<file path="config.mk">
export PLATFORM = sky130hd
export DESIGN_NAME = hart_direct_idc
export DESIGN_NICKNAME = d
export VERILOG_FILES = /design/src/rtl/hart_idc_pkg.sv /design/src/rtl/hart_idc_select.sv /design/src/rtl/hart_idc_ctl.sv /design/src/rtl/hart_direct_idc.sv
export SDC_FILE = /design/constraint.sdc
export NUM_CORES = 1
export LEC_CHECK = 0
export BUFFER_PORTS_ARGS = -buffer_cell sky130_fd_sc_hd__buf_2
export CAP_MARGIN = 20
export CELL_PAD_IN_SITES_DETAIL_PLACEMENT = 0
export CELL_PAD_IN_SITES_GLOBAL_PLACEMENT = 1
export CORE_AREA = 2 2 428 430
export DETAILED_ROUTE_END_ITERATION = 10
export DIE_AREA = 0 0 430 432
export MAX_ROUTING_LAYER = met4
export PLACE_DENSITY_LB_ADDON = 0.25
export RECOVER_POWER = 25
export SLEW_MARGIN = 20
export SYNTH_ARGS = -nofsm -noshare
export SYNTH_HDL_FRONTEND = slang
export SYNTH_SLANG_ARGS = --single-unit
</file>
<file path="constraint.sdc">
create_clock -name clk -period 86.7 [get_ports clk]
set_clock_uncertainty 0.15 [all_clocks]
set_input_delay 13.005 -clock clk [delete_from_list [all_inputs] [get_ports clk]]
set_output_delay 13.005 -clock clk [all_outputs]
set_load 0.05 [all_outputs]
</file>
<file path="src/rtl/hart_idc_pkg.sv">
package hart_idc_pkg;
  localparam int ID_W     = 10;
  localparam int PRIO_W   = 8;
  localparam int ADDR_W   = 5;
  localparam int DATA_W   = 32;
  localparam int HART_LSB = 18;
  localparam int ID_LSB   = 16;

  typedef enum logic [ADDR_W-1:0] {
    OFF_DELIV  = 5'd0,
    OFF_FORCE  = 5'd4,
    OFF_THRESH = 5'd8,
    OFF_TOP    = 5'd24,
    OFF_CLAIM  = 5'd28
  } idc_off_e;

  function automatic logic [DATA_W-1:0] pack_top(input logic [ID_W-1:0] id,
                                                 input logic [PRIO_W-1:0] prio);
    logic [DATA_W-1:0] w;
    w = '0;
    w[ID_LSB +: ID_W] = id;
    w[PRIO_W-1:0]     = prio;
    return w;
  endfunction
endpackage

</file>
<file path="src/rtl/hart_idc_select.sv">
module hart_idc_select
  import hart_idc_pkg::*;
#(
  parameter int NSRC     = 32,
  parameter int HART_W   = 4,
  parameter int HART_IDX = 2
) (
  input  logic [NSRC-1:1]         pend,
  input  logic [NSRC*32-1:32]     tgt,
  input  logic [PRIO_W-1:0]       thresh,
  output logic                    found,
  output logic [ID_W-1:0]         best_id,
  output logic [PRIO_W-1:0]       best_prio
);
  logic [NSRC-1:1]   elig;
  logic [PRIO_W-1:0] eprio [1:NSRC-1];
  logic              unused_tgt;

  assign unused_tgt = ^tgt;

  for (genvar g = 1; g < NSRC; g++) begin : g_src
    logic [PRIO_W-1:0] raw;
    logic [HART_W-1:0] hart;
    assign raw      = tgt[g*32 +: PRIO_W];
    assign hart     = tgt[g*32 + HART_LSB +: HART_W];
    assign eprio[g] = (raw == '0) ? PRIO_W'(1) : raw;
    assign elig[g]  = pend[g] && (hart == HART_W'(HART_IDX)) &&
                      ((thresh == '0) || (eprio[g] < thresh));
  end

  always_comb begin
    found     = 1'b0;
    best_id   = '0;
    best_prio = '0;
    for (int i = 1; i < NSRC; i++) begin
      if (elig[i] && (!found || (eprio[i] < best_prio))) begin
        found     = 1'b1;
        best_id   = ID_W'(i);
        best_prio = eprio[i];
      end
    end
  end
endmodule

</file>
<file path="src/rtl/hart_idc_ctl.sv">
module hart_idc_ctl
  import hart_idc_pkg::*;
(
  input  logic               clk,
  input  logic               rst,
  input  logic               reg_wr,
  input  logic               reg_rd,
  input  logic [ADDR_W-1:0]  reg_addr,
  input  logic [DATA_W-1:0]  reg_wdata,
  input  logic               found,
  input  logic [ID_W-1:0]    best_id,
  input  logic [PRIO_W-1:0]  best_prio,
  output logic               deliv_en,
  output logic               force_q,
  output logic [PRIO_W-1:0]  thresh,
  output logic [DATA_W-1:0]  rdata,
  output logic               clr_valid,
  output logic [ID_W-1:0]    clr_id
);
  logic [DATA_W-1:0] top_word;
  logic              claim;
  logic              unused_wdata;

  assign unused_wdata = ^reg_wdata[DATA_W-1:PRIO_W];
  assign top_word     = found ? pack_top(best_id, best_prio) : '0;
  assign claim        = reg_rd && (reg_addr == OFF_CLAIM);

  always_ff @(posedge clk) begin
    if (rst) begin
      deliv_en  <= 1'b0;
      force_q   <= 1'b0;
      thresh    <= '0;
      rdata     <= '0;
      clr_valid <= 1'b0;
      clr_id    <= '0;
    end else begin
      rdata     <= '0;
      clr_valid <= 1'b0;
      if (reg_rd) begin
        case (reg_addr)
          OFF_DELIV:         rdata <= DATA_W'(deliv_en);
          OFF_FORCE:         rdata <= DATA_W'(force_q);
          OFF_THRESH:        rdata <= DATA_W'(thresh);
          OFF_TOP, OFF_CLAIM: rdata <= top_word;
          default:           rdata <= '0;
        endcase
      end
      if (claim && found) begin
        clr_valid <= 1'b1;
        clr_id    <= best_id;
      end
      if (claim && !found) force_q <= 1'b0;
      if (reg_wr) begin
        case (reg_addr)
          OFF_DELIV:  deliv_en <= reg_wdata[0];
          OFF_FORCE:  force_q  <= reg_wdata[0];
          OFF_THRESH: thresh   <= reg_wdata[PRIO_W-1:0];
          default:    ;
        endcase
      end
    end
  end
endmodule

</file>
<file path="src/rtl/hart_direct_idc.sv">
module hart_direct_idc
  import hart_idc_pkg::*;
#(
  parameter int NSRC     = 32,
  parameter int HART_W   = 4,
  parameter int HART_IDX = 2
) (
  input  logic                  clk,
  input  logic                  rst,
  input  logic                  domain_en,
  input  logic [NSRC-1:1]       src_pend,
  input  logic [NSRC*32-1:32]   src_target,
  input  logic                  reg_wr,
  input  logic                  reg_rd,
  input  logic [4:0]            reg_addr,
  input  logic [31:0]           reg_wdata,
  output logic [31:0]           reg_rdata,
  output logic                  clr_valid,
  output logic [9:0]            clr_id,
  output logic                  ext_irq
);
  logic              found;
  logic [ID_W-1:0]   best_id;
  logic [PRIO_W-1:0] best_prio;
  logic              deliv_en;
  logic              force_q;
  logic [PRIO_W-1:0] thresh;

  hart_idc_select #(.NSRC(NSRC), .HART_W(HART_W), .HART_IDX(HART_IDX)) u_select (
    .pend(src_pend), .tgt(src_target), .thresh(thresh),
    .found(found), .best_id(best_id), .best_prio(best_prio)
  );

  hart_idc_ctl u_ctl (
    .clk(clk), .rst(rst), .reg_wr(reg_wr), .reg_rd(reg_rd), .reg_addr(reg_addr),
    .reg_wdata(reg_wdata), .found(found), .best_id(best_id), .best_prio(best_prio),
    .deliv_en(deliv_en), .force_q(force_q), .thresh(thresh), .rdata(reg_rdata),
    .clr_valid(clr_valid), .clr_id(clr_id)
  );

  always_ff @(posedge clk) begin
    if (rst) ext_irq <= 1'b0;
    else     ext_irq <= deliv_en && domain_en && (found || force_q);
  end

  // a winner never carries priority 0
  assert_prio_nonzero_R4: assert property (@(posedge clk) disable iff (rst)
    found |-> best_prio != '0);

  // the winner always sits strictly under a non-zero threshold
  assert_under_thresh_R5: assert property (@(posedge clk) disable iff (rst)
    (found && thresh != '0) |-> best_prio < thresh);

  // a strobe only follows a claim read, and never names source 0
  assert_clr_from_claim_R7: assert property (@(posedge clk) disable iff (rst)
    clr_valid |-> $past(reg_rd && reg_addr == 5'd28));
  assert_clr_id_nonzero_R7: assert property (@(posedge clk) disable iff (rst)
    clr_valid |-> clr_id != '0);

  // an empty claim with no concurrent write leaves force cleared
  assert_force_cleared_R8: assert property (@(posedge clk) disable iff (rst)
    (reg_rd && reg_addr == 5'd28 && !found && !reg_wr) |=> !force_q);

  // the interrupt line needs both enables in the previous cycle
  assert_irq_gated_R9: assert property (@(posedge clk) disable iff (rst)
    ext_irq |-> $past(deliv_en && domain_en));
endmodule

</file>
# [After elaboration in Yosys (flattened, before gate mapping)]
# Cells that the tools add are included.
[word_totals] elab_cells=461 register_bits=54 mem_bits_ro=0 mem_bits_rw=0 latch_bits=0 mem_count=0
[classes] bitwise=1 reduce_logical=227 div_mod_pow=0 addsub=0 n_mux=130 n_lt_le_gt_ge=61 eq_ne=35 shift=0 mul=0
[ops] cell="8-bit two-way mux" count=62
[ops] cell="8-bit < comparator" count=61
[ops] cell="8-bit logical NOT" count=32
[ops] cell="32-bit one-hot mux with 4 select lines" count=1
[ops] cell="4-bit by 2-bit == test with 1-bit output, second input constant" count=31
[ops] cell="1-bit logical AND" count=97
[ops] cell="5-bit two-way mux" count=16
[ops] cell="1-bit logical OR" count=62
[ops] cell="1-bit two-way mux" count=36
[ops] cell="4-bit two-way mux" count=8
[ops] cell="1-bit logical NOT" count=31
[ops] cell="21-bit two-way mux" count=1
[ops] cell="3-bit two-way mux" count=4
[ops] cell="5-bit == test, second input constant" count=2
[ops] cell="5-bit by 3-bit == test with 1-bit output, second input constant" count=1
[ops] cell="5-bit by 4-bit == test with 1-bit output, second input constant" count=1
[ops] cell="5-bit logical NOT" count=1
[ops] cell="2-bit two-way mux" count=2
[ops] cell="2-bit AND reduction" count=2
[ops] cell="2-bit OR reduction" count=2
[ops] cell="1-bit NOT" count=1

# [Logic depth before layout (Yosys ltp)]
# Gate-level depths: netlist (run 1).
[depth] depth_word=131 ltp_mapped=347 ltp_nobuf=322

# [By module]
# From an unflattened synthesis (run 1), not the netlist that was laid out.
[unflattened] cells_unflattened=2726 hier_area_um2=19383.6
[modules_own_cells] module="hart_idc_select" area_per_inst_um2=17697.0 cells_each=2534 seq_area_each_um2=0.0 n_inst=1
[modules_own_cells] module="hart_idc_ctl" area_per_inst_um2=1649.1 cells_each=188 seq_area_each_um2=780.7 n_inst=1
[modules_own_cells] module="hart_direct_idc" area_per_inst_um2=37.5 cells_each=4 seq_area_each_um2=20.0 n_inst=1

# [Worst setup path before layout (run 1)]
# OpenSTA, ideal clock, no wires.
[synth_path] path_kind="input port to flip-flop" startpoint="input src_target[37] (netlist name)" endpoint="register u_ctl.clr_id[4]" path_slack_ps=15787 required_ps=86459 cell_stages=327 t_arrival_ps=70672 n_path_buf=25 cell_sequence="clkbuf_1 ha_1 a211oi_1 o21a_1 o2111ai_1 nand2_1 nand2_1 ha_1 a211o_1 a211o_1 nor2_1 nand3_1 a21oi_1 clkbuf_1 nand2_1 o21ai_0 inv_1 ha_1 [... 291 more ...] nor2_1 o31a_1 o21a_1 a31oi_2 buf_2 o21a_1 a21oi_1 ha_1 and4_1 a21oi_1 nand2_1 inv_1 a21boi_0 o22ai_1 a31oi_2 nor2_2 and4bb_1 a311oi_1"
[synth_via] elab_chain_cells=127
[synth_lines] element="from (decl)" line_no="hart_direct_idc.sv:12" rtl="input logic [NSRC*32-1:32] src_target,"
[synth_lines] element="8-bit logical NOT" line_no="hart_idc_select.sv:26" rtl="assign eprio[g] = (raw == '0) ? PRIO_W'(1) : raw;"
[synth_lines] element="8-bit two-way mux (*)" line_no="hart_idc_select.sv:26"
[synth_lines] element="8-bit < comparator" line_no="hart_idc_select.sv:28" rtl="((thresh == '0) || (eprio[g] < thresh));"
[synth_lines] element="1-bit logical OR" line_no="hart_idc_select.sv:28"
[synth_lines] element="1-bit logical AND" line_no="hart_idc_select.sv:27" rtl="assign elig[g] = pend[g] && (hart == HART_W'(HART_IDX)) &&"
[synth_lines] element="8-bit two-way mux / 1-bit two-way mux (equally long branches)" line_no="hart_idc_select.sv:36" rtl="if (elig[i] && (!found || (eprio[i] < best_prio))) begin"
[synth_lines] element="8-bit < comparator / 1-bit logical NOT (equally long branches)" line_no="hart_idc_select.sv:36"
[synth_lines] element="1-bit logical OR" line_no="hart_idc_select.sv:36"
[synth_lines] element="[... 111 more ...]"
[synth_lines] element="1-bit logical OR" line_no="hart_idc_select.sv:36"
[synth_lines] element="1-bit logical AND" line_no="hart_idc_select.sv:36"
[synth_lines] element="8-bit two-way mux / 1-bit two-way mux (equally long branches)" line_no="hart_idc_select.sv:36"
[synth_lines] element="8-bit < comparator / 1-bit logical NOT (equally long branches)" line_no="hart_idc_select.sv:36"
[synth_lines] element="1-bit logical OR" line_no="hart_idc_select.sv:36"
[synth_lines] element="1-bit logical AND" line_no="hart_idc_select.sv:36"
[synth_lines] element="1-bit two-way mux" line_no="hart_idc_select.sv:36"
[synth_lines] element="1-bit logical AND" line_no="hart_idc_ctl.sv:48" rtl="if (claim && found) begin"
[synth_lines] element="to (signal assigned)" line_no="hart_idc_ctl.sv:50" rtl="clr_id <= best_id;"
[synth_lines] element="to (decl)" line_no="hart_idc_ctl.sv:18" rtl="output logic [ID_W-1:0] clr_id"
# Every way passes the cells marked *; elsewhere a longest branch is shown, timed or not.
# A chain may end at the register's enable or synchronous reset.

# [Worst setup path in the final report (run 1)]
[layout_path] startpoint="input src_target[37] (netlist name)" endpoint="register u_ctl.rdata[5]"
[layout_via] elab_chain_cells=128
[layout_lines] element="8-bit logical NOT" line_no="hart_idc_select.sv:26"
[layout_lines] element="8-bit two-way mux (*)" line_no="hart_idc_select.sv:26"
[layout_lines] element="8-bit < comparator" line_no="hart_idc_select.sv:28"
[layout_lines] element="1-bit logical OR" line_no="hart_idc_select.sv:28"
[layout_lines] element="1-bit logical AND" line_no="hart_idc_select.sv:27"
[layout_lines] element="8-bit two-way mux / 1-bit two-way mux (equally long branches)" line_no="hart_idc_select.sv:36"
[layout_lines] element="8-bit < comparator / 1-bit logical NOT (equally long branches)" line_no="hart_idc_select.sv:36"
[layout_lines] element="1-bit logical OR" line_no="hart_idc_select.sv:36"
[layout_lines] element="[... 112 more ...]"
[layout_lines] element="1-bit logical AND" line_no="hart_idc_select.sv:36"
[layout_lines] element="8-bit two-way mux / 1-bit two-way mux (equally long branches)" line_no="hart_idc_select.sv:36"
[layout_lines] element="8-bit < comparator / 1-bit logical NOT (equally long branches)" line_no="hart_idc_select.sv:36"
[layout_lines] element="1-bit logical OR" line_no="hart_idc_select.sv:36"
[layout_lines] element="1-bit logical AND" line_no="hart_idc_select.sv:36"
[layout_lines] element="8-bit two-way mux / 1-bit two-way mux (equally long branches)" line_no="hart_idc_select.sv:36"
[layout_lines] element="21-bit two-way mux (*)" line_no="hart_idc_ctl.sv:25" rtl="assign top_word = found ? pack_top(best_id, best_prio) : '0;"
[layout_lines] element="32-bit one-hot mux with 4 select lines (*)" line_no="hart_idc_ctl.sv:40" rtl="case (reg_addr)"
[layout_lines] element="to (signal assigned)" line_no="hart_idc_ctl.sv:41" rtl="OFF_DELIV: rdata <= DATA_W'(deliv_en);"
[layout_lines] element="to (signal assigned)" line_no="hart_idc_ctl.sv:42" rtl="OFF_FORCE: rdata <= DATA_W'(force_q);"
[layout_lines] element="to (signal assigned)" line_no="hart_idc_ctl.sv:43" rtl="OFF_THRESH: rdata <= DATA_W'(thresh);"
[layout_lines] element="to (decl)" line_no="hart_idc_ctl.sv:16" rtl="output logic [DATA_W-1:0] rdata,"
# Marks and branches as above.

==> results of run 1 <==
==> stage by stage <==
| step | std cells | instance area [um2] | power, W | hold slack [ns] |
|---|---|---|---|---|
| after detailed placement | 5327 | 23200 | 0.000156 | 0.310 |
| after global placement | 5327 | 23200 | 0.000156 | 0.305 |
| after CTS | 5335 | 23300 | 0.000177 | 0.320 |
| after global routing | 5375 | 23500 | 0.000196 | 0.350 |
| final | 5380 | 23500 | 0.000173 | 0.319 |
| after floorplan | 2733 | 18700 | 0.000107 | 0.277 |
==> cell type report <==
type                    instances  area, um2  share of cell area, %
diodes                         42        105                  0.447
clock buffers                   7        133                  0.564
clock inverters                 1       30.0                  0.128
inverters                     183        687                   2.92
multi-input cells            2235      16400                   69.6
flip-flops and latches         30        602                   2.56
well taps                    2385       2980                   12.7
repair buffers                497       2620                   11.1
==> state kept, by name (all words and copies together) (netlist names) <==
register,flops
u_ctl.rdata,13
u_ctl.clr_id,5
u_ctl.thresh,8
u_ctl.deliv_en,1
u_ctl.clr_valid,1
u_ctl.force_q,1
ext_irq,1
==> worst paths after layout <==
path                                        to  slack (ns)  depth (start not counted)
worst min register to register         ext_irq        0.32                          2
worst max-delay path            u_ctl.rdata[5]        7.05                        312
worst max register to register  u_ctl.rdata[5]       18.92                        312
worst min-delay path                   ext_irq        0.32                          2
==> worst max-delay path: cells and delay by family <==
kind            cells  cell delay [ns]
simple gates       77            14.48
compound gates    155            33.94
fa+ha+maj          31             8.98
buf+inv            37             4.85
mux                12             4.21
==> routing by layer <==
layer | GRT usage [%] | vias up
met2 | 19.7 | 427
li1 | - | 10400
met4 | 1.29 | 0
met5 | - | -
met3 | 1.91 | 64
met1 | 13.5 | 9312
==> power breakdown <==
part           internal (W)  switching (W)
Clock             0.0000135     0.00000571
Sequential        0.0000139    0.000000105
Combinational     0.0000543      0.0000859
==> cell usage in the layout, fill, tap and decap left out, types with 15 or more instances in the layout <==
cell type	synthesis	routed
ha_1	406	406
mux2_2	33	33
nor2b_1	64	64
nand3_1	42	42
nor3_1	70	69
o211ai_1	32	32
o21ai_1	26	29
buf_2	6	428
nor4b_1	27	24
a211oi_1	30	30
nor4_1	39	39
conb_1	1	24
o21a_1	38	38
nand4_1	38	38
buf_4	28	57
dfxtp_1	30	29
a21o_1	92	92
diode_2	0	42
mux2i_1	50	50
o21ai_0	192	189
nand2b_1	66	65
a21oi_1	246	245
a31oi_1	23	21
inv_1	182	175
o211a_1	15	15
nor2_1	187	186
nand2_1	212	211
==> logic make-up (layout without fill, tap and decap cells) <==
logic type	Yosys count	count (layout)	share of synthesized area [%]
adder cells (fa/ha/maj)	409	409	27.4
AND/OR/NAND/NOR	848	848	23.5
AO/OA/AOI/OAI	869	869	31.0
flip-flops	30	30	3.22
buffers and inverters	468	688	10.0
multiplexers	85	85	4.84
other	1	66	0.0201
==> what timing repair did <==
action                     4_1_cts  5_1_grt
resized for setup                0       18
buffers inserted                 0        3
setup endpoints to repair        0       18
==> metrics, run 1 <==
Worst-Margin Slew=around 0.91 ns; total wire length=105 mm; Initial DRC Count=between 800 and 900; antenna viol nets, final=0; PortBufs=440; most common cell in the synthesized netlist=ha_1; Initial Util=between 10 and 15%; final worst path period share=roughly nine tenths; RSZ-0062 raised after global routing=no; top layer in use=met4; Yosys top cell by area=ha_1; critical-path cell with the highest stage delay=o21ai_0; Post-synth EDFFs=0; minimum clock period=roughly 80 ns; Largest stage delay, worst path=between 0.5 and 0.6 ns; CP Class=input port to flop; DRC=0; setup_tns=0 ns; Die W=between 400 and 500 um; WL met3=4.43 mm; Slew Viols, Final=0; min setup slack post-route=between 7 and 8 ns; Worst path most repeated cell=a21o_1; vias per std cell=about 3.8; dpl hpwl=91.6 mm; leakage power=between 9 and 10 nW; Async S/R FF share, synth=0%; Critical Path Source=src_target[37]; clk_lat worst skew=0.27 ns; Area contributors post-synth=ha_1, a21oi_1, o21ai_0, clkbuf_1, nand2_1; post-synthesis sequential area ratio=roughly 3.2%; Netlist Area Pre-Place=approximately 19000 um2; PwrDens=~7.4 nW/um2; # setup viols final=0; Worst IR Drop VDD=0.00771 mV; antenna violations before repair=70; Site Rows=between 150 and 200; routed wl met2=51.8 mm; post-synth top area share=approximately 27%; Clock Path Buffers=2; hold_buf cts=0; CTS tree=done; Core Area=182000 um2; largest net degree at the start of global routing=27; Util after Layout=between 10 and 15%; fmax=around 13 MHz; IO Pins=1109; layout cells sized above 1=about 21%; Avg WL per Cell=slightly below 20 um; Hold Crit Class=flop to flop; run status=finished clean; vias in the first global route=20.1k; Crit Reg-Reg Startpoint=u_ctl.thresh[4]; die height=432 um; area grow syn2layout=26.0%; Mapped Avg Cell Area=approximately 6.9 um2; number of CTS-inserted buffers=5; first-pass GRT wire length=146 mm; crit end category=flop; first-pass detailed-route iteration total=5; routability cong.=~0.78; vias after detailed routing=20.2k; main flop type after synthesis=dfxtp_1; M1 WL=roughly 47 mm; Yosys warnings=0; worst slack at placement=3.04 ns; Clock Pin Slew Worst Setup and Hold Paths=about 0.050 ns; fillers=~21k; H-tree levels=2; post-synthesis register bit count=30; Root Buffer=clkbuf_16; critical path peak fanout=26; synth unique cells=118; fin nets=about 4.4k; final hold violation count=0; Syn Inst Count=~2.7k; min-delay src=u_ctl.deliv_en; total track usage=roughly 11%; Max Cap Viol=0; Slew headroom=between 30% and 40%; die area=186000 um2; most frequent cells after synthesis=ha_1, clkbuf_1, a21oi_1, nand2_1, o21ai_0; Worst Path Arrival=79.64 ns; WP data required=86.69 ns; startpoint types=input port; Num Clock Sinks=30; gr ovfl total=0
(Power assumes the default switching activity.)
==> run 2: changes to the inputs <==
Settings changed: BUFFER_PORTS_ARGS -buffer_cell sky130_fd_sc_hd__buf_2 to default, CORE_AREA 2 2 428 430 to 2 2 430 432, DIE_AREA 0 0 430 432 to 0 0 432 434, DONT_BUFFER_PORTS from default to 1.
==> metrics, run 2 (synthesis gave the netlist of run 1 again) <==
CP Buf/Inv Count=34 (-8.1%); Worst IR Drop VDD=0.00666 mV (-14%); run status=finished clean; most common cell after layout, fill and taps aside=ha_1; WP data required=86.69 ns (about the same); Core Area=182000 um2 (+0.43%); Crit Reg-Reg Startpoint=u_ctl.thresh[5]; Num Clock Sinks=30 (unchanged); biggest regs=u_ctl.rdata x13, u_ctl.thresh x8, u_ctl.clr_id x5; max FFs per register=13 (unchanged); Hold Crit Class=flop to flop; R2R depth=307 (-1.6%); total wire length=106 mm (+1.2%); setup_tns=0 ns (unchanged); placed cell areas=21000 um2 (-9.5%); IO Pins=1109 (unchanged); Worst Path Arrival=80.24 ns (+0.60 ns); layout cells sized above 1=7.36% (-13 points); startpoint types=input port; PortBufs=0 (-100%); Clock Pin Slew Worst Setup and Hold Paths=0.05 ns (about the same); final worst path period share=92.6% (+0.70 points); number of CTS-inserted buffers=5 (unchanged); most frequent cells in the layout=ha_1, a21oi_1, nand2_1; Biggest register=u_ctl.rdata; Critical Path Source=src_target[37]; die area=187000 um2 (+0.93%); Initial Util=10.2% (-0.044 points); dpl hpwl=93.3 mm (+1.8%); total stage count of the critical path=307 (-1.6%); die height=434 um (+0.46%); first-pass GRT wire length=144 mm (-1.4%); clk_lat worst skew=0.27 ns (about the same); post-route design area=21200 um2 (-9.8%); fmax=12.5 MHz (-0.75%); Largest stage delay, worst path=0.65 ns (+0.08 ns); largest net degree at the start of global routing=27 (unchanged); total track usage=11.1% (+0.015 points); leakage power=7.99 nW (-18%); vias in the first global route=18.5k (-8.0%); hold slack=0.313 ns (-0.00598 ns); vias per std cell=3.77 (+0.53%); Util after Layout=11.6% (-1.3 points); FF-to-FF setup slack=18.20 ns (-0.72 ns); area grow syn2layout=13.7%; first-pass detailed-route iteration total=6 (+1); hold_buf cts=0 (unchanged); fin nets=3983 (-9.9%); CTS tree=done; PwrDens=7.20 nW/um2 (-2.4%); crit path to=u_ctl.rdata[6]; Worst R2R End=u_ctl.rdata[6]; Worst path top cell family by delay=compound AO/OA/AOI/OAI gates; final hold violation count=0 (unchanged); critical path peak fanout=26 (unchanged); routability cong.=0.772 (-1.4%); Die W=432 um (+0.47%); antenna viol nets, final=0 (unchanged); gr ovfl total=0 (unchanged); critical-path cell with the highest stage delay=a2111oi_1; Worst-Margin Slew=1.10 ns (+0.184 ns); CP Class=input port to flop; antenna violations before repair=16 (-77%); Slew headroom=26.1% (-13 points); Slew Viols, Final=0 (unchanged); vias after detailed routing=18.5k (-8.5%); # setup viols final=0 (unchanged); Avg WL per Cell=21.6 um (+11%); min setup slack post-route=6.45 ns (-0.604 ns); minimum clock period=80.25 ns (+0.604 ns); Initial DRC Count=831 (+0.85%); Clock Path Buffers=2 (unchanged); DRC=0 (unchanged); worst slack at placement=2.13 ns (-0.910 ns); Worst path most repeated cell=a21o_1; RSZ-0062 raised after global routing=no; Site Rows=157 (unchanged); Root Buffer=clkbuf_16; crit end category=flop; Max Cap Viol=0 (unchanged); fillers=21.1k (+0.76%); H-tree levels=2 (unchanged)
## run 2: through the flow
| stage | total power, W | instances |
|---|---|---|
| 2_1_floorplan | 0.000107 | 2733 |
| 3_3_place_gp | 0.000138 | 4885 |
| 3_5_place_dp | 0.000138 | 4886 |
| 4_1_cts | 0.000155 | 4893 |
| 5_1_grt | 0.000172 | 4898 |
| 6_report | 0.000153 | 4898 |
## run 2: worst reg2reg max path, delay by kind of cell (launching register included)
family	cells	cell delay (ns)
AOI/OAI and AO/OA	149	33.51
adders and majority gates	30	8.58
buffers and inverters	34	4.09
DFF	1	0.37
muxes	11	3.89
and+or+nand+nor	83	17.81
## run 2: timing repair
action,in CTS,in global routing
buffers inserted,0,4
resized for setup,0,19
setup endpoints to repair,0,18
endpoints found under the hold margin,0,0
## run 2: worst min path at each step
| stage | from | to | slack, ns | depth (start not counted) |
|---|---|---|---|---|
| 4_1_cts | u_ctl.deliv_en | ext_irq | 0.32 | 2 |
| 6_report | u_ctl.deliv_en | ext_irq | 0.31 | 2 |
| 2_1_floorplan | u_ctl.deliv_en | ext_irq | 0.28 | 2 |
| 3_3_place_gp | u_ctl.deliv_en | ext_irq | 0.30 | 2 |
| 5_1_grt | u_ctl.deliv_en | ext_irq | 0.34 | 2 |
| 3_5_place_dp | u_ctl.deliv_en | ext_irq | 0.31 | 2 |
## run 2: metal layers
metal  up-vias  global-route usage (%)  wire [um]
met5         -                       -          0
met4         0                    2.05       2330
met3        80                    3.27       7900
met2       418                    19.5      52000
met1      8534                    12.6      43600
li1       9441                       -          -
## run 2: area by class of cell
| type | instances | area (um2) | area share, % |
|---|---|---|---|
| Sequential cell | 30 | 602 | 2.84 |
| Antenna cell | 1 | 2.50 | 0.0118 |
| Clock buffer | 5 | 125 | 0.590 |
| Multi-Input combinational cell | 2235 | 16400 | 77.2 |
| Clock inverter | 2 | 10.0 | 0.0472 |
| Inverter | 183 | 687 | 3.24 |
| Tap cell | 2385 | 2980 | 14.1 |
| Timing Repair Buffer | 57 | 425 | 2.01 |
## run 2: power breakdown
part           leakage (nW)  internal [W]  switching (W)  total [W]
registers             0.242     0.0000139    0.000000358  0.0000143
clock network        0.0694     0.0000103     0.00000571  0.0000160
logic                  7.68     0.0000475      0.0000750   0.000122
==> run 3: changes to the inputs <==
Settings changed: ABC_AREA from default to 1, CORE_AREA 2 2 430 432 to 2 2 428 430, DIE_AREA 0 0 432 434 to 0 0 430 432.
==> metrics, run 3 <==
run status=finished clean; gr ovfl total=0 (unchanged); Post-CTS Setup Inserts=0 (unchanged); H-tree levels=2 (unchanged); CP Buf/Inv Count=5 (-85%); Slew Viols, Final=0 (unchanged); PortBufs=0 (unchanged); Clock Path Buffers=2 (unchanged); Mapped Avg Cell Area=5.85 um2 (-15%); Hold Crit Class=flop to flop; Post-synth EDFFs=0 (unchanged); Avg WL per Cell=18.7 um (-14%); die area=186000 um2 (-0.92%); Largest stage delay, worst path=0.80 ns (+0.15 ns); most frequent cells in the layout=nand2_1, ha_1, inv_1; vias in the first global route=16.7k (-9.6%); fmax=16.1 MHz (+29%); PwrDens=8.19 nW/um2 (+14%); Critical Path Source=src_target[37]; Worst R2R End=u_ctl.rdata[2]; hold slack=0.334 ns (+0.0209 ns); area grow syn2layout=13.8% (about the same); Yosys top cell by area=ha_1; Sw Ratio=55.2% (+2.1 points); hold_buf cts=0 (unchanged); Worst path most repeated cell=nand2_1; largest net degree at the start of global routing=23 (-15%); crit end category=flop; post-CTS sizing=0 (unchanged); minimum clock period=62.18 ns (-18.07 ns); Max Cap Viol=0 (unchanged); Area contributors post-synth=ha_1, nand2_1, o21ai_0, a21oi_1, inv_1; main flop type after synthesis=dfxtp_1; Netlist Area Pre-Place=16300 um2 (-13%); antenna violations before repair=11 (-5); total stage count of the critical path=258 (-16%); critical-path cell with the highest stage delay=o21ai_0; Root Buffer=clkbuf_16; total wire length=92.4 mm (-13%); synth unique cells=35 (-70%); number of CTS-inserted buffers=5 (unchanged); Biggest register=u_ctl.rdata; max FFs per register=13 (unchanged); antenna viol nets, final=0 (unchanged); fin nets=4024 (+1.0%); Slew headroom=39.0% (+13 points); most common cell in the synthesized netlist=nand2_1; total track usage=9.90% (-1.2 points); Clock Pin Slew Worst Setup and Hold Paths=0.06 ns (about the same); layout cells sized above 1=4.62% (-2.7 points); dpl hpwl=79.0 mm (-15%); Num Clock Sinks=30 (unchanged); clock power share=12.7% (+2.2 points); final hold violation count=0 (unchanged); Die W=430 um (-0.46%); Util after Layout=10.2% (-1.4 points); Initial Util=8.96% (-1.3 points); Site Rows=157 (unchanged); crit path to=u_ctl.rdata[2]; critical path peak fanout=19 (-27%); routability cong.=0.770 (-0.32%); WP data required=86.76 ns (+0.07 ns); leakage power=8.69 nW (+8.7%); biggest regs=u_ctl.rdata x13, u_ctl.thresh x8, u_ctl.clr_id x5; combinational fraction of design power=77.9% (-2.3 points); first-pass detailed-route iteration total=5 (-1); post-synthesis sequential area ratio=3.69% (+0.47 points); vias per std cell=3.40 (-9.8%); Reg power frac=9.4% (about the same); Core Area=182000 um2 (-0.43%); clk_lat worst skew=0.29 ns (+0.02 ns); Async S/R FF share, synth=0% (unchanged); Initial DRC Count=749 (-9.9%); FF-to-FF setup slack=36.50 ns (+18.30 ns); RSZ-0062 raised after global routing=no; first-pass GRT wire length=127 mm (-12%); fillers=21.4k (+1.2%); setup_tns=0 ns (unchanged); final worst path period share=71.7% (-21 points); Int Pwr=0.0000681 W (-5.2%); Worst-Margin Slew=0.914 ns (-0.185 ns); Worst Path Arrival=62.24 ns (-18.00 ns); vias after detailed routing=16.8k (-8.9%); R2R depth=261 (-15%); Worst IR Drop VDD=0.00579 mV (-13%); CP Class=input port to flop; Worst path top cell family by delay=compound AO/OA/AOI/OAI gates; Syn Inst Count=2783 (+2.7%); Yosys warnings=0 (unchanged); most frequent cells after synthesis=nand2_1, ha_1, inv_1, clkbuf_1, o21ai_0; post-synth top area share=31.2% (+4.0 points); post-synthesis register bit count=30 (unchanged); net switching power=0.0000838 W (+3.4%); most common cell after layout, fill and taps aside=nand2_1; die height=432 um (-0.46%); IO Pins=1109 (unchanged); startpoint types=input port; Crit Reg-Reg Startpoint=u_ctl.thresh[2]; CTS tree=done; DRC=0 (unchanged); # setup viols final=0 (unchanged)
[run 3: cell types whose count changed after synthesis, sizes merged, moves of 35 or more]
| cell | delta |
|---|---|
| inv | +73 |
| nand2 | +565 |
| nor2 | -39 |
| o21a | -39 |
| nor2b | -64 |
| nor3 | -66 |
| nand2b | -66 |
| mux2i | -50 |
| a21oi | -36 |
| mux2 | -35 |
| a21o | -81 |
| nand3 | +127 |
[run 3: kinds of logic after synthesis]
| group | Yosys count | share of synthesized area (%) |
|---|---|---|
| buffers and inverters | 556 | 13.5 |
| and+or+nand+nor | 1240 | 33.0 |
| DFF | 30 | 3.69 |
| other | 1 | 0.0230 |
| adders and majority gates | 406 | 31.2 |
| AOI/OAI and AO/OA | 550 | 18.6 |
[run 3: how the worst min path moves through the flow]
stage,from,endpoint,cells after the start
2_1_floorplan,u_ctl.thresh[4],u_ctl.rdata[4],2
3_3_place_gp,u_ctl.force_q,u_ctl.force_q,2
3_5_place_dp,u_ctl.deliv_en,u_ctl.deliv_en,2
4_1_cts,u_ctl.deliv_en,u_ctl.deliv_en,2
5_1_grt,u_ctl.force_q,u_ctl.force_q,2
6_report,u_ctl.deliv_en,u_ctl.deliv_en,2
[run 3: stage by stage]
| step | setup WS [ns] | power [W] | cell area [um2] | cells |
|---|---|---|---|---|
| global placement | 22.73 | 0.000135 | 18400 | 4931 |
| global route | 18.60 | 0.000175 | 18500 | 4944 |
| detailed placement | 23.47 | 0.000135 | 18400 | 4931 |
| floorplan | 35.42 | 0.000107 | 16400 | 2806 |
| finish | 24.52 | 0.000152 | 18500 | 4949 |
| CTS | 23.59 | 0.000156 | 18500 | 4939 |
[run 3: final cells by class]
type | instances | area, um2 | share of cell area, %
Multi-Input combinational cell | 2220 | 13600 | 73.3
Tap cell | 2385 | 2980 | 16.1
Antenna cell | 10 | 25.0 | 0.135
Clock inverter | 2 | 12.5 | 0.0675
Inverter | 278 | 1040 | 5.63
Timing Repair Buffer | 18 | 135 | 0.729
Sequential cell | 30 | 601 | 3.24
Clock buffer | 6 | 139 | 0.749
[run 3: layer usage]
metal  wire length, um  track usage, %
met3              4030            1.32
met5                 0               -
met4               957            1.08
met2             48100            18.4
met1             39300            11.5
[run 3: power groups by stage]
stage / Clock, W / Combinational, W / Sequential [W]
finish: 0.0000193 / 0.000118 / 0.0000143
global route: 0.0000204 / 0.000141 / 0.0000143
global placement: 0 / 0.000121 / 0.0000146
detailed placement: 0 / 0.000121 / 0.0000146
CTS: 0.0000202 / 0.000121 / 0.0000143
floorplan: 0 / 0.0000924 / 0.0000145
[run 3: worst min-delay path: cells and delay by family, from the launching register on]
kind            cells  cell delay [ns]
compound gates      1             0.05
buf+inv             1             0.07
flops               1             0.32
